`config.mk`:
```
export PLATFORM = sky130hd
export DESIGN_NAME = tt_fitness_eval
export DESIGN_NICKNAME = d
export VERILOG_FILES = /design/src/rtl/tt_fit_pkg.sv /design/src/rtl/tt_seq.sv /design/src/rtl/tt_match.sv /design/src/rtl/tt_acc.sv /design/src/rtl/tt_fitness_eval.sv
export SDC_FILE = /design/constraint.sdc
export NUM_CORES = 1
export LEC_CHECK = 0
export ABC_CLOCK_PERIOD_IN_PS = 1950
export CAP_MARGIN = 20
export CORE_UTILIZATION = 54
export CTS_CLUSTER_SIZE = 40
export DETAILED_ROUTE_END_ITERATION = 16
export DONT_BUFFER_PORTS = 1
export GPL_TIMING_DRIVEN = 0
export PLACE_DENSITY = 0.72
export SYNTH_ARGS = -nofsm -noshare
export SYNTH_HDL_FRONTEND = slang
export SYNTH_SLANG_ARGS = --single-unit
```
`constraint.sdc`:
```
create_clock -name clk -period 1.95 [get_ports clk]
set_clock_uncertainty 0.2 [all_clocks]
set_input_delay 0 -clock clk [delete_from_list [all_inputs] [get_ports clk]]
set_output_delay 0 -clock clk [all_outputs]
set_load 0.005 [all_outputs]
```
`src/rtl/tt_fit_pkg.sv`:
```
package tt_fit_pkg;
   typedef enum logic {
      EV_IDLE = 1'b0,
      EV_RUN  = 1'b1
   } ev_state_e;
endpackage

```
`src/rtl/tt_seq.sv`:
```
module tt_seq #(
   parameter int IN_W     = 4,
   parameter int SETTLE_W = 4
) (
   input  logic                clk,
   input  logic                rst_n,
   input  logic                start,
   input  logic [SETTLE_W-1:0] settle,
   output logic                busy,
   output logic [IN_W-1:0]     vec,
   output logic                clr,
   output logic                sample,
   output logic                finish
);
   import tt_fit_pkg::*;

   localparam logic [IN_W-1:0] LAST_VEC = '1;

   ev_state_e           state_q;
   logic [SETTLE_W-1:0] wait_q;

   assign busy   = (state_q == EV_RUN);
   assign clr    = (state_q == EV_IDLE) && start;
   assign sample = busy && (wait_q == '0);
   assign finish = sample && (vec == LAST_VEC);

   always_ff @(posedge clk or negedge rst_n) begin
      if (!rst_n) begin
         state_q <= EV_IDLE;
         vec     <= '0;
         wait_q  <= '0;
      end else begin
         case (state_q)
            EV_IDLE: begin
               if (start) begin
                  state_q <= EV_RUN;
                  vec     <= '0;
                  wait_q  <= settle;
               end
            end
            default: begin
               if (wait_q != '0) begin
                  wait_q <= wait_q - 1'b1;
               end else if (vec == LAST_VEC) begin
                  state_q <= EV_IDLE;
               end else begin
                  vec    <= vec + 1'b1;
                  wait_q <= settle;
               end
            end
         endcase
      end
   end
endmodule

```
`src/rtl/tt_match.sv`:
```
module tt_match #(
   parameter int OP_W  = 2,
   parameter int HIT_W = 2
) (
   input  logic [2*OP_W-1:0] stim,
   input  logic [OP_W-1:0]   resp,
   output logic [HIT_W-1:0]  hits
);
   logic [OP_W-1:0] golden;
   logic [OP_W-1:0] agree;

   assign golden = stim[2*OP_W-1:OP_W] + stim[OP_W-1:0];

   for (genvar b = 0; b < OP_W; b++) begin : g_bit
      assign agree[b] = (golden[b] == resp[b]);
   end

   always_comb begin
      hits = '0;
      for (int i = 0; i < OP_W; i++) begin
         hits = hits + HIT_W'(agree[i]);
      end
   end
endmodule

```
`src/rtl/tt_acc.sv`:
```
module tt_acc #(
   parameter int HIT_W   = 2,
   parameter int SCORE_W = 6
) (
   input  logic               clk,
   input  logic               rst_n,
   input  logic               clr,
   input  logic               add,
   input  logic [HIT_W-1:0]   hits,
   output logic [SCORE_W-1:0] total
);
   always_ff @(posedge clk or negedge rst_n) begin
      if (!rst_n) begin
         total <= '0;
      end else if (clr) begin
         total <= '0;
      end else if (add) begin
         total <= total + SCORE_W'(hits);
      end
   end
endmodule

```
`src/rtl/tt_fitness_eval.sv`:
```
module tt_fitness_eval #(
   parameter int OP_W     = 2,
   parameter int SETTLE_W = 4,
   localparam int IN_W      = 2 * OP_W,
   localparam int N_VEC     = 1 << IN_W,
   localparam int MAX_SCORE = OP_W * N_VEC,
   localparam int SCORE_W   = $clog2(MAX_SCORE + 1),
   localparam int HIT_W     = $clog2(OP_W + 1)
) (
   input  logic                clk,
   input  logic                rst_n,
   input  logic                start,
   input  logic [SETTLE_W-1:0] settle,
   output logic [IN_W-1:0]     stim,
   input  logic [OP_W-1:0]     resp,
   output logic                busy,
   output logic                done,
   output logic [SCORE_W-1:0]  score,
   output logic                perfect
);
   if (OP_W < 1 || OP_W > 6) begin : g_bad_op_w
      $error("tt_fitness_eval: OP_W must lie in 1..6");
   end
   if (SETTLE_W < 1) begin : g_bad_settle_w
      $error("tt_fitness_eval: SETTLE_W must be at least 1");
   end

   logic             clr;
   logic             sample;
   logic             finish;
   logic [HIT_W-1:0] hits;

   tt_seq #(.IN_W(IN_W), .SETTLE_W(SETTLE_W)) u_seq (
      .clk    (clk),
      .rst_n  (rst_n),
      .start  (start),
      .settle (settle),
      .busy   (busy),
      .vec    (stim),
      .clr    (clr),
      .sample (sample),
      .finish (finish)
   );

   tt_match #(.OP_W(OP_W), .HIT_W(HIT_W)) u_match (
      .stim (stim),
      .resp (resp),
      .hits (hits)
   );

   tt_acc #(.HIT_W(HIT_W), .SCORE_W(SCORE_W)) u_acc (
      .clk   (clk),
      .rst_n (rst_n),
      .clr   (clr),
      .add   (sample),
      .hits  (hits),
      .total (score)
   );

   always_ff @(posedge clk or negedge rst_n) begin
      if (!rst_n) done <= 1'b0;
      else        done <= finish;
   end

   assign perfect = (score == SCORE_W'(MAX_SCORE));
endmodule

```
Word level (Yosys, flattened, before mapping)
Index checks and enable logic that the tools add are counted.
W data, S select, Z words.
{"block": "word_totals", "register_bits": 16, "n_memories": 0, "romBits": 0, "out_inout_bits": 13, "inputBits": 9, "mem_bits_rw": 0, "latch_bits": 0}
{"block": "classes", "eq_ne": 7, "n_reduce_logical": 9, "add_sub_neg": 5, "multipliers": 0, "shifts": 0, "div": 0, "n_bitwise": 1, "muxes": 14, "order_cmp": 0}
{"operator": "$mux W4", "n": 8}
{"operator": "$mux W6", "n": 2}
{"operator": "$add A6 B2 Y6", "n": 1}
{"operator": "$eq A6 B6 Y1 const B", "n": 1}
{"operator": "$add A4 B1 Y4 const B", "n": 1}
{"operator": "$eq A4 B4 Y1 const B", "n": 1}
{"operator": "$logic_not A4 Y1", "n": 1}
{"operator": "$mux W1", "n": 4}
{"operator": "$ne A2 B2 Y1 const B", "n": 2}
{"operator": "$reduce_bool A2 Y1", "n": 2}
{"operator": "$reduce_bool A4 Y1", "n": 1}
{"operator": "$sub A4 B1 Y4 const B", "n": 1}
{"operator": "$logic_and A1 B1 Y1", "n": 3}
{"operator": "$ne A3 B3 Y1 const B", "n": 1}
{"operator": "$reduce_and A3 Y1", "n": 1}
{"operator": "$add A1 B1 Y2", "n": 1}
{"operator": "$add A2 B2 Y2", "n": 1}
{"operator": "$eq A1 B1 Y1", "n": 2}
{"operator": "$reduce_and A2 Y1", "n": 1}
{"operator": "$not A1 Y1", "n": 1}

Longest topological paths before layout
Gate-level depths: netlist of run 1.
{"block": "depth", "depth_word": 6, "depth_mapped": 9, "mapped_depth_nobuf": 9}

Modules after synthesis
A second synthesis of run 1 with hierarchy kept.
{"block": "unflattened", "hier_cells": 94, "area_unflattened_um2": 939.7}
{"mod": "tt_seq", "instances": 1, "seq_area_each_um2": 225.2, "area_each_um2": 524.3, "cells_per_inst": 56}
{"mod": "tt_acc", "instances": 1, "seq_area_each_um2": 150.1, "area_each_um2": 310.3, "cells_per_inst": 29}
{"mod": "tt_match", "instances": 1, "seq_area_each_um2": 0.0, "area_each_um2": 60.1, "cells_per_inst": 6}
{"mod": "tt_fitness_eval", "instances": 1, "seq_area_each_um2": 25.0, "area_each_um2": 45.0, "cells_per_inst": 3}

Worst setup path after synthesis of run 1
No wires, ideal clock.
{"block": "synth_timing", "path_type": "register to register", "startpoint": "register u_seq.vec[0]", "endpoint": "register u_acc.total[4]", "setup_time_ps": 83, "synth_period_minus_slack_ps": 2198, "setup_slack_ps": -248, "t_arrival_ps": 1915, "path_stages_with_launch": 9, "path_cell_list": "dfrtp_1 -> ha_1 -> xor2_1 -> fa_1 -> inv_1 -> ha_1 -> nand3_1 -> xor2_1 -> o21ai_0"}
{"block": "synth_via", "elab_chain_cells": 6, "word_cells_on_any_way": 7}
{"element": "start: declaration", "line_no": "tt_seq.sv:10", "text": "output logic [IN_W-1:0] vec,"}
{"element": "start signal: assignment", "line_no": "tt_seq.sv:47", "text": "vec <= vec + 1'b1;"}
{"element": "$add A2 B2 Y2 (*)", "line_no": "tt_match.sv:12", "text": "assign golden = stim[2*OP_W-1:OP_W] + stim[OP_W-1:0];"}
{"element": "$eq A1 B1 Y1", "line_no": "tt_match.sv:15", "text": "assign agree[b] = (golden[b] == resp[b]);"}
{"element": "$add A1 B1 Y2 (*)", "line_no": "tt_match.sv:21", "text": "hits = hits + HIT_W'(agree[i]);"}
{"element": "$add A6 B2 Y6 (*)", "line_no": "tt_acc.sv:18", "text": "total <= total + SCORE_W'(hits);"}
{"element": "$mux W6 (*)", "line_no": "tt_acc.sv:17", "text": "end else if (add) begin"}
{"element": "$mux W6 (*)", "line_no": "tt_acc.sv:15", "text": "end else if (clr) begin"}
{"element": "end signal: assignment", "line_no": "tt_acc.sv:18"}
{"element": "end: declaration", "line_no": "tt_acc.sv:10", "text": "output logic [SCORE_W-1:0] total"}
Mark *: on every way between the ends. The rest lies on a longest branch, timed or not. The select of a mux whose other input is x is not followed.
A chain may end at the register's enable or synchronous reset.

Worst setup path after layout of run 1
{"block": "layout_timing", "startpoint": "register u_seq.vec[0]", "endpoint": "register u_acc.total[5]"}
The elaborated chain is that of the path after synthesis.

==> results of run 1 <==
[metrics by stage]
step	hold WS, ps	setup WS (ps)	instance area [sq um]
after floorplan	-495.6	-176.2	969.7
after global placement	-495.2	-265.6	999.7
after detailed placement	-495.2	-322.7	999.7
after CTS	18.32	-229.9	1136
after global routing	64.37	-248.3	1174
final	-3.328	-148.2	1174
[cell usage after synthesis]
cell       count
o21ai_0        6
xnor2_1        6
inv_1          5
o21ai_1        1
nand2_1        7
a211oi_2       1
and2b_2        1
inv_4          1
and2_0         1
a221oi_2       1
xor2_1         4
and3_1         1
and4bb_2       1
a2bb2oi_1      1
a31oi_1        1
a21oi_1        2
ha_1           4
nor3b_2        1
dfrtp_1       16
or4b_2         1
buf_6          2
o31ai_1        1
o22ai_4        1
a22o_1         1
fa_1           1
and2_2         1
nand4bb_1      1
nand4_1        1
nor2b_1        1
nand2b_1       2
nor2b_2        1
nor4_4         1
mux2i_1        1
nand3_1        4
nor2_1         7
nor3_1         5
[layer usage]
metal	vias up	track usage
met5	-	0
met4	0	0.05455
met3	2	0.06531
met2	18	0.3559
met1	347	0.2880
li1	357	-
[area by class of cell]
class,instances,share of cell area
buffer,2,0.01919
clock buffer,4,0.03092
inverter,6,0.02132
multi-input combinational,69,0.4829
sequential,16,0.3433
tap,24,0.02559
timing repair buffer,10,0.07676
[worst register-to-register path, delay by kind of cell (launching register included)]
family        cells  cell delay (ps)
xor+xnor          3              410
fa+ha+maj         2              560
buf+inv           1              160
flops             1              470
simple gates      2              190
[how the worst min path moves through the flow]
stage,end,slack (ps),startpoint,cells past startpoint
6_report,u_acc.total[5]$_DFFE_PN0P_,-3,rst_n,1
5_1_grt,u_acc.total[5]$_DFFE_PN0P_,60,rst_n,1
4_1_cts,u_acc.total[3]$_DFFE_PN0P_,20,rst_n,1
3_5_place_dp,u_acc.total[2]$_DFFE_PN0P_,-500,rst_n,0
3_3_place_gp,u_acc.total[2]$_DFFE_PN0P_,-500,rst_n,0
2_1_floorplan,done$_DFF_PN0_,-500,rst_n,0
[registers in the layout (all words and copies together) (netlist names)]
signal        cells
u_acc.total       6
u_seq.vec         4
u_seq.wait_q      4
done              1
u_seq.busy        1
[where the power goes]
part | switching (W) | total, W | internal, W
sequential | 0.000169 | 0.000617 | 0.000447
clock | 0.000105 | 0.000218 | 0.000114
combinational | 0.000373 | 0.000814 | 0.000442
total | 0.000647 | 0.00165 | 0.00100
[layout by cell type (no fill, tap or decap), drive strengths merged, types with 2 or more instances in the layout]
master	count
xnor2	6
ha	4
nor2b	2
xor2	4
nand3	4
and2	2
nand2	7
dfrtp	16
o21ai	7
buf	6
nor3	5
clkbuf	4
nor2	7
inv	6
nand2b	2
dlygate4sd3	6
a21oi	2
[kinds of logic (layout without fill, tap and decap cells)]
logic type                 Yosys count  count (layout)  share of synthesized area
xor gates and xnor gates            10              10                    0.09055
DFF                                 16              16                     0.4140
adders and majority gates            5               5                    0.07245
buffers and inverters                8              22                    0.04916
and+or+nand+nor                     37              37                     0.2355
AOI/OAI and AO/OA                   16              16                     0.1281
muxes                                1               1                    0.01035
[repair_timing]
item,4_1_cts,5_1_grt
endpoints found under the hold margin,30,0
endpoints found under the setup margin,6,8
pin swaps,5,5
resized for setup,10,3
buffers inserted,0,4
hold buffers,6,0
==> qor.txt, run 1 <==
H-tree levels -> 1
sequential area share after synthesis -> 0.4140
# DRC -> 0
violated checks -> hold timing, setup timing
total gr overflow -> 0
Die X -> 44.32 um
netlist area before placement -> 967.2 sq um
Slew headroom -> 0.5217
Routed WL -> 1803 um
Hold Path Class -> input pin to async pin
max_cap viols -> 0
nets -> 122
Worst path top cell family by delay -> adder cells
DP HPWL -> 1260 um
setup violators final -> 5
Post-Syn Nets -> 107
routed length on met2 -> 892 um
antenna violation net count after detailed routing -> 0
WL met3 -> 63 um
cells on worst reg2reg path -> 8
drt first pass iters -> 4
synthesis-to-layout area growth -> 21.35%
initial antenna violation count -> 0
top cell type's share of synthesized area -> 0.4140
number of buffers created by CTS -> 3
Wirelength per Cell -> 13.76 um
Critical Path RT -> 1920 ps
CTS sink count -> 16
post-synth top area cell -> dfrtp_1
largest net degree at the start of global routing -> 17
Power per Cell Area -> 1405 nW/um^2
worst flop-to-flop path endpoint -> u_acc.total[5]$_DFFE_PN0P_
reg2reg setup slack -> -150 ps
storage element area -> 402.9 sq um
fmax -> 476.6 MHz
clk_lat worst skew -> 290 ps
IO Count -> 22
Area contributors post-synth -> dfrtp_1, xnor2_1, ha_1
1st-iter DRT viols -> 10
routability cong. -> 0.8114
Initial Utilization -> 0.6068
WP buf/inv -> 1
crit-path max cell delay -> 470 ps
clock buffer depth -> 2
post-route setup slack -> -148.2 ps
LEAKAGE -> 0.4860 nW
Critical Path Stages -> 8
CP dominant cell by count -> xnor2_1
# port buffers -> 0
Yosys reg bits -> 16
Multi-input gate area -> 566.8 sq um
CP endpoint -> u_acc.total[5]$_DFFE_PN0P_
routed via count -> 724
crit-path cells -> ha_4 -> xnor2_2 -> xnor2_1 -> fa_2 -> buf_4 -> nor4_4 -> xnor2_1 -> nor2_1
Worst setup EP type -> flop
Worst Path Arrival -> 2070 ps
die area -> 1964 sq um
Finished Layout Cells -> 131
die height -> 44.32 um
Clk Tree Root Cell -> clkbuf_4
CP startpoint -> u_seq.vec[0]$_DFFE_PN0P_
cell count after synthesis -> 93
min Tclk post-route -> 2098 ps
Vias/cell -> 5.527
status -> finished with violations
CP startpoint kind -> flop
setup TNS -> -667.7 ps
vias in the first global route -> 714
share of layout cells above drive strength 1 -> 0.2897
placed insts -> 117
crit-path max FO -> 5
part of the cycle the worst path needs -> 1.076
Overall Global Routing Usage -> 0.2194
Fin Hold WS -> -3.328 ps
Pwr Total -> 0.001649 W
Clock Pin Slew Worst Setup and Hold Paths -> 100 ps
final hold violation count -> 8
RSZ-0062 raised after global routing -> yes
Post-Syn Area per Cell -> 10.40 sq um
CTS tree -> done
first-pass GRT wire length -> 3105 um
cell row count -> 14
worst vdd ir -> 1008 uV
Max Slew Vio Count -> 0
Worst Path Class, Setup -> flop to flop
post-synth cell types -> 36
Crit-path slowest cell -> dfrtp_2
highest routed layer -> met4
Fillers -> 107
Final Util -> 0.7363
# diodes -> 0
M1 wire length -> 827 um
Core Region -> 1594 sq um
worst reg2reg startpoint -> u_seq.vec[0]$_DFFE_PN0P_
Synth warnings -> 0
worst slew pin tran -> 715.2 ps
Note: power is estimated with default switching activity, not from simulation.
==> inputs of run 2 (changes only) <==
--- a/config.mk
+++ b/config.mk
@@ -5,14 +5,15 @@
 export SDC_FILE = /design/constraint.sdc
 export NUM_CORES = 1
 export LEC_CHECK = 0
-export ABC_CLOCK_PERIOD_IN_PS = 1950
+export ABC_CLOCK_PERIOD_IN_PS = 2400
 export CAP_MARGIN = 20
-export CORE_UTILIZATION = 54
+export CORE_MARGIN = 2
+export CORE_UTILIZATION = 55
 export CTS_CLUSTER_SIZE = 40
 export DETAILED_ROUTE_END_ITERATION = 16
 export DONT_BUFFER_PORTS = 1
 export GPL_TIMING_DRIVEN = 0
-export PLACE_DENSITY = 0.72
+export PLACE_DENSITY = 0.7
 export SYNTH_ARGS = -nofsm -noshare
 export SYNTH_HDL_FRONTEND = slang
 export SYNTH_SLANG_ARGS = --single-unit
==> constraint.sdc (replaced) <==
create_clock -name clk -period 2.4 [get_ports clk]
set_clock_uncertainty 0.2 [all_clocks]
set_input_delay 0 -clock clk [delete_from_list [all_inputs] [get_ports clk]]
set_output_delay 0 -clock clk [all_outputs]
set_load 0.005 [all_outputs]
==> qor.txt, run 2 (same netlist as run 1, synthesis figures left out) <==
share of layout cells above drive strength 1 -> 0.2286 (-0.06115)
most frequent cells in the layout -> dfrtp_1, nor2_1, nand2_1
Overall Global Routing Usage -> 0.2138 (-0.005545)
total gr overflow -> 0 (unchanged)
vias in the first global route -> 707 (-0.98%)
# port buffers -> 0 (unchanged)
post-route cell area -> 1130 sq um (-3.7%)
Fillers -> 127 (+19%)
# diodes -> 0 (unchanged)
Largest regs -> u_acc.total x6, u_seq.vec x4, u_seq.wait_q x4
final hold violation count -> 0 (-8)
worst flop-to-flop path endpoint -> u_acc.total[4]$_DFFE_PN0P_
Die X -> 45.94 um (+3.6%)
setup TNS -> 0 ps (+667.7 ps)
Wirelength per Cell -> 16.18 um (+18%)
die area -> 2110 sq um (+7.4%)
1st-iter DRT viols -> 14 (+4)
CP dominant cell by count -> ha_1
min Tclk post-route -> 2266 ps (+168.0 ps)
Vias/cell -> 5.951 (+7.7%)
H-tree levels -> 1 (unchanged)
number of buffers created by CTS -> 3 (unchanged)
clk_lat worst skew -> 290 ps (about the same)
Power per Cell Area -> 1147 nW/um^2 (-18%)
fmax -> 441.3 MHz (-7.4%)
clock buffer depth -> 2 (unchanged)
Critical Path RT -> 2410 ps (+490 ps)
largest net degree at the start of global routing -> 17 (unchanged)
RSZ-0062 raised after global routing -> no
Clk Tree Root Cell -> clkbuf_4
Hold Path Class -> input pin to async pin
nets -> 121 (-0.82%)
# DRC -> 0 (unchanged)
antenna violation net count after detailed routing -> 0 (unchanged)
Crit-path slowest cell -> dfrtp_2
Reg with most FFs -> u_acc.total
Worst setup EP type -> flop
setup violators final -> 0 (-5)
Pwr Total -> 0.001296 W (-21%)
crit-path max cell delay -> 450 ps (-20 ps)
most common cell after layout, fill and taps aside -> dfrtp_1
CP startpoint kind -> flop
routability cong. -> 0.7660 (-5.6%)
Worst Path Arrival -> 2280 ps (+210 ps)
DP HPWL -> 1319 um (+4.7%)
reg2reg setup slack -> 130 ps (+280 ps)
worst reg2reg startpoint -> u_seq.vec[0]$_DFFE_PN0P_
crit-path max FO -> 5 (unchanged)
die height -> 45.94 um (+3.6%)
drt first pass iters -> 4 (unchanged)
Slew headroom -> 0.5093 (-0.01233)
part of the cycle the worst path needs -> 0.9442 (-0.1317)
CTS tree -> done
IO Count -> 22 (unchanged)
synthesis-to-layout area growth -> 16.82%
crit-path cells -> ha_1 -> xnor2_2 -> xnor2_1 -> fa_2 -> inv_1 -> ha_1 -> nand3_1 -> xor2_1 -> o21ai_0
routed via count -> 726 (+0.28%)
placed instance area -> 988.4 sq um (-1.1%)
Worst Path Class, Setup -> flop to flop
first-pass GRT wire length -> 3236 um (+4.2%)
Multi-input gate area -> 548.0 sq um (-3.3%)
CTS sink count -> 16 (unchanged)
cells on worst reg2reg path -> 9 (+1)
max FFs per register -> 6 (unchanged)
cell row count -> 15 (+1)
LEAKAGE -> 0.4997 nW (+2.8%)
status -> completed
initial antenna violation count -> 0 (unchanged)
Max Slew Vio Count -> 0 (unchanged)
worst vdd ir -> 619.2 uV (-39%)
WP buf/inv -> 1 (unchanged)
Initial Utilization -> 0.5726 (-0.03416)
Routed WL -> 1974 um (+9.5%)
Clock Pin Slew Worst Setup and Hold Paths -> 90 ps (about the same)
max_cap viols -> 0 (unchanged)
worst slew pin tran -> 733.6 ps (+18.43 ps)
storage element area -> 402.9 sq um (unchanged)
Worst path top cell family by delay -> adder cells
Core Region -> 1689 sq um (+6.0%)
[run 2: cell types whose count changed in the layout (fill, tap and decap cells not counted), moves of 2 or more]
| cell | delta |
|---|---|
| ha_4 | -2 |
| o21ai_1 | -2 |
| ha_1 | +2 |
| o21ai_0 | +2 |
| buf_4 | -2 |
[run 2: routing by layer]
metal	GRT usage	share of wire	wire length, um
met2	0.3194	0.50	982
met1	0.2941	0.44	861
met4	0.08571	0.014	27
met3	0.05159	0.052	103
met5	0	0	0
[run 2: worst max-delay path by stage]
stage	start	end	slack (ps)	cells after the start
finish	u_seq.vec[0]$_DFFE_PN0P_	u_acc.total[4]$_DFFE_PN0P_	130	9
global route	u_seq.vec[0]$_DFFE_PN0P_	u_acc.total[2]$_DFFE_PN0P_	10	9
CTS	u_seq.vec[0]$_DFFE_PN0P_	u_acc.total[4]$_DFFE_PN0P_	20	9
detailed placement	u_seq.vec[0]$_DFFE_PN0P_	u_acc.total[4]$_DFFE_PN0P_	50	9
global placement	u_seq.vec[0]$_DFFE_PN0P_	u_acc.total[4]$_DFFE_PN0P_	90	8
floorplan	u_seq.vec[0]$_DFFE_PN0P_	u_acc.total[4]$_DFFE_PN0P_	200	8
[run 2: what timing repair did]
item	CTS	global route
setup endpoints to repair	0	4
hold endpoints to repair	30	0
setup buffers	0	2
gates resized for setup	0	9
hold buffers	7	0
[run 2: cell type report]
type / count / share of cell area
flip-flops and latches: 16 / 0.3566
multi-input cells: 69 / 0.4851
well taps: 17 / 0.01883
plain buffers: 2 / 0.01993
inverters: 6 / 0.02215
repair buffers: 9 / 0.07752
clock buffers: 3 / 0.01993
[run 2: stage by stage]
stage                     cells  worst slack [ps]  hold WS (ps)  utilization
after CTS                   120             16.25         25.14       0.6400
final                       122             133.8         6.691       0.6689
after floorplan              93             202.4        -495.6            -
after global placement      110             88.41        -495.2       0.5852
after detailed placement    110             52.14        -495.1       0.5852
after global routing        122             12.09         68.29       0.6689
[run 2: worst register-to-register path, stage by stage (launching register included)]
cell	delay, ps
dfrtp_2	450
ha_1	240
xnor2_2	140
xnor2_1	150
fa_2	390
inv_1	80
ha_1	170
nand3_1	90
xor2_1	150
o21ai_0	130
[run 2: power breakdown]
part	internal (W)	switching [W]	total [W]
clock network	0.0000584	0.0000837	0.000142
registers	0.000363	0.000132	0.000496
logic	0.000345	0.000314	0.000659
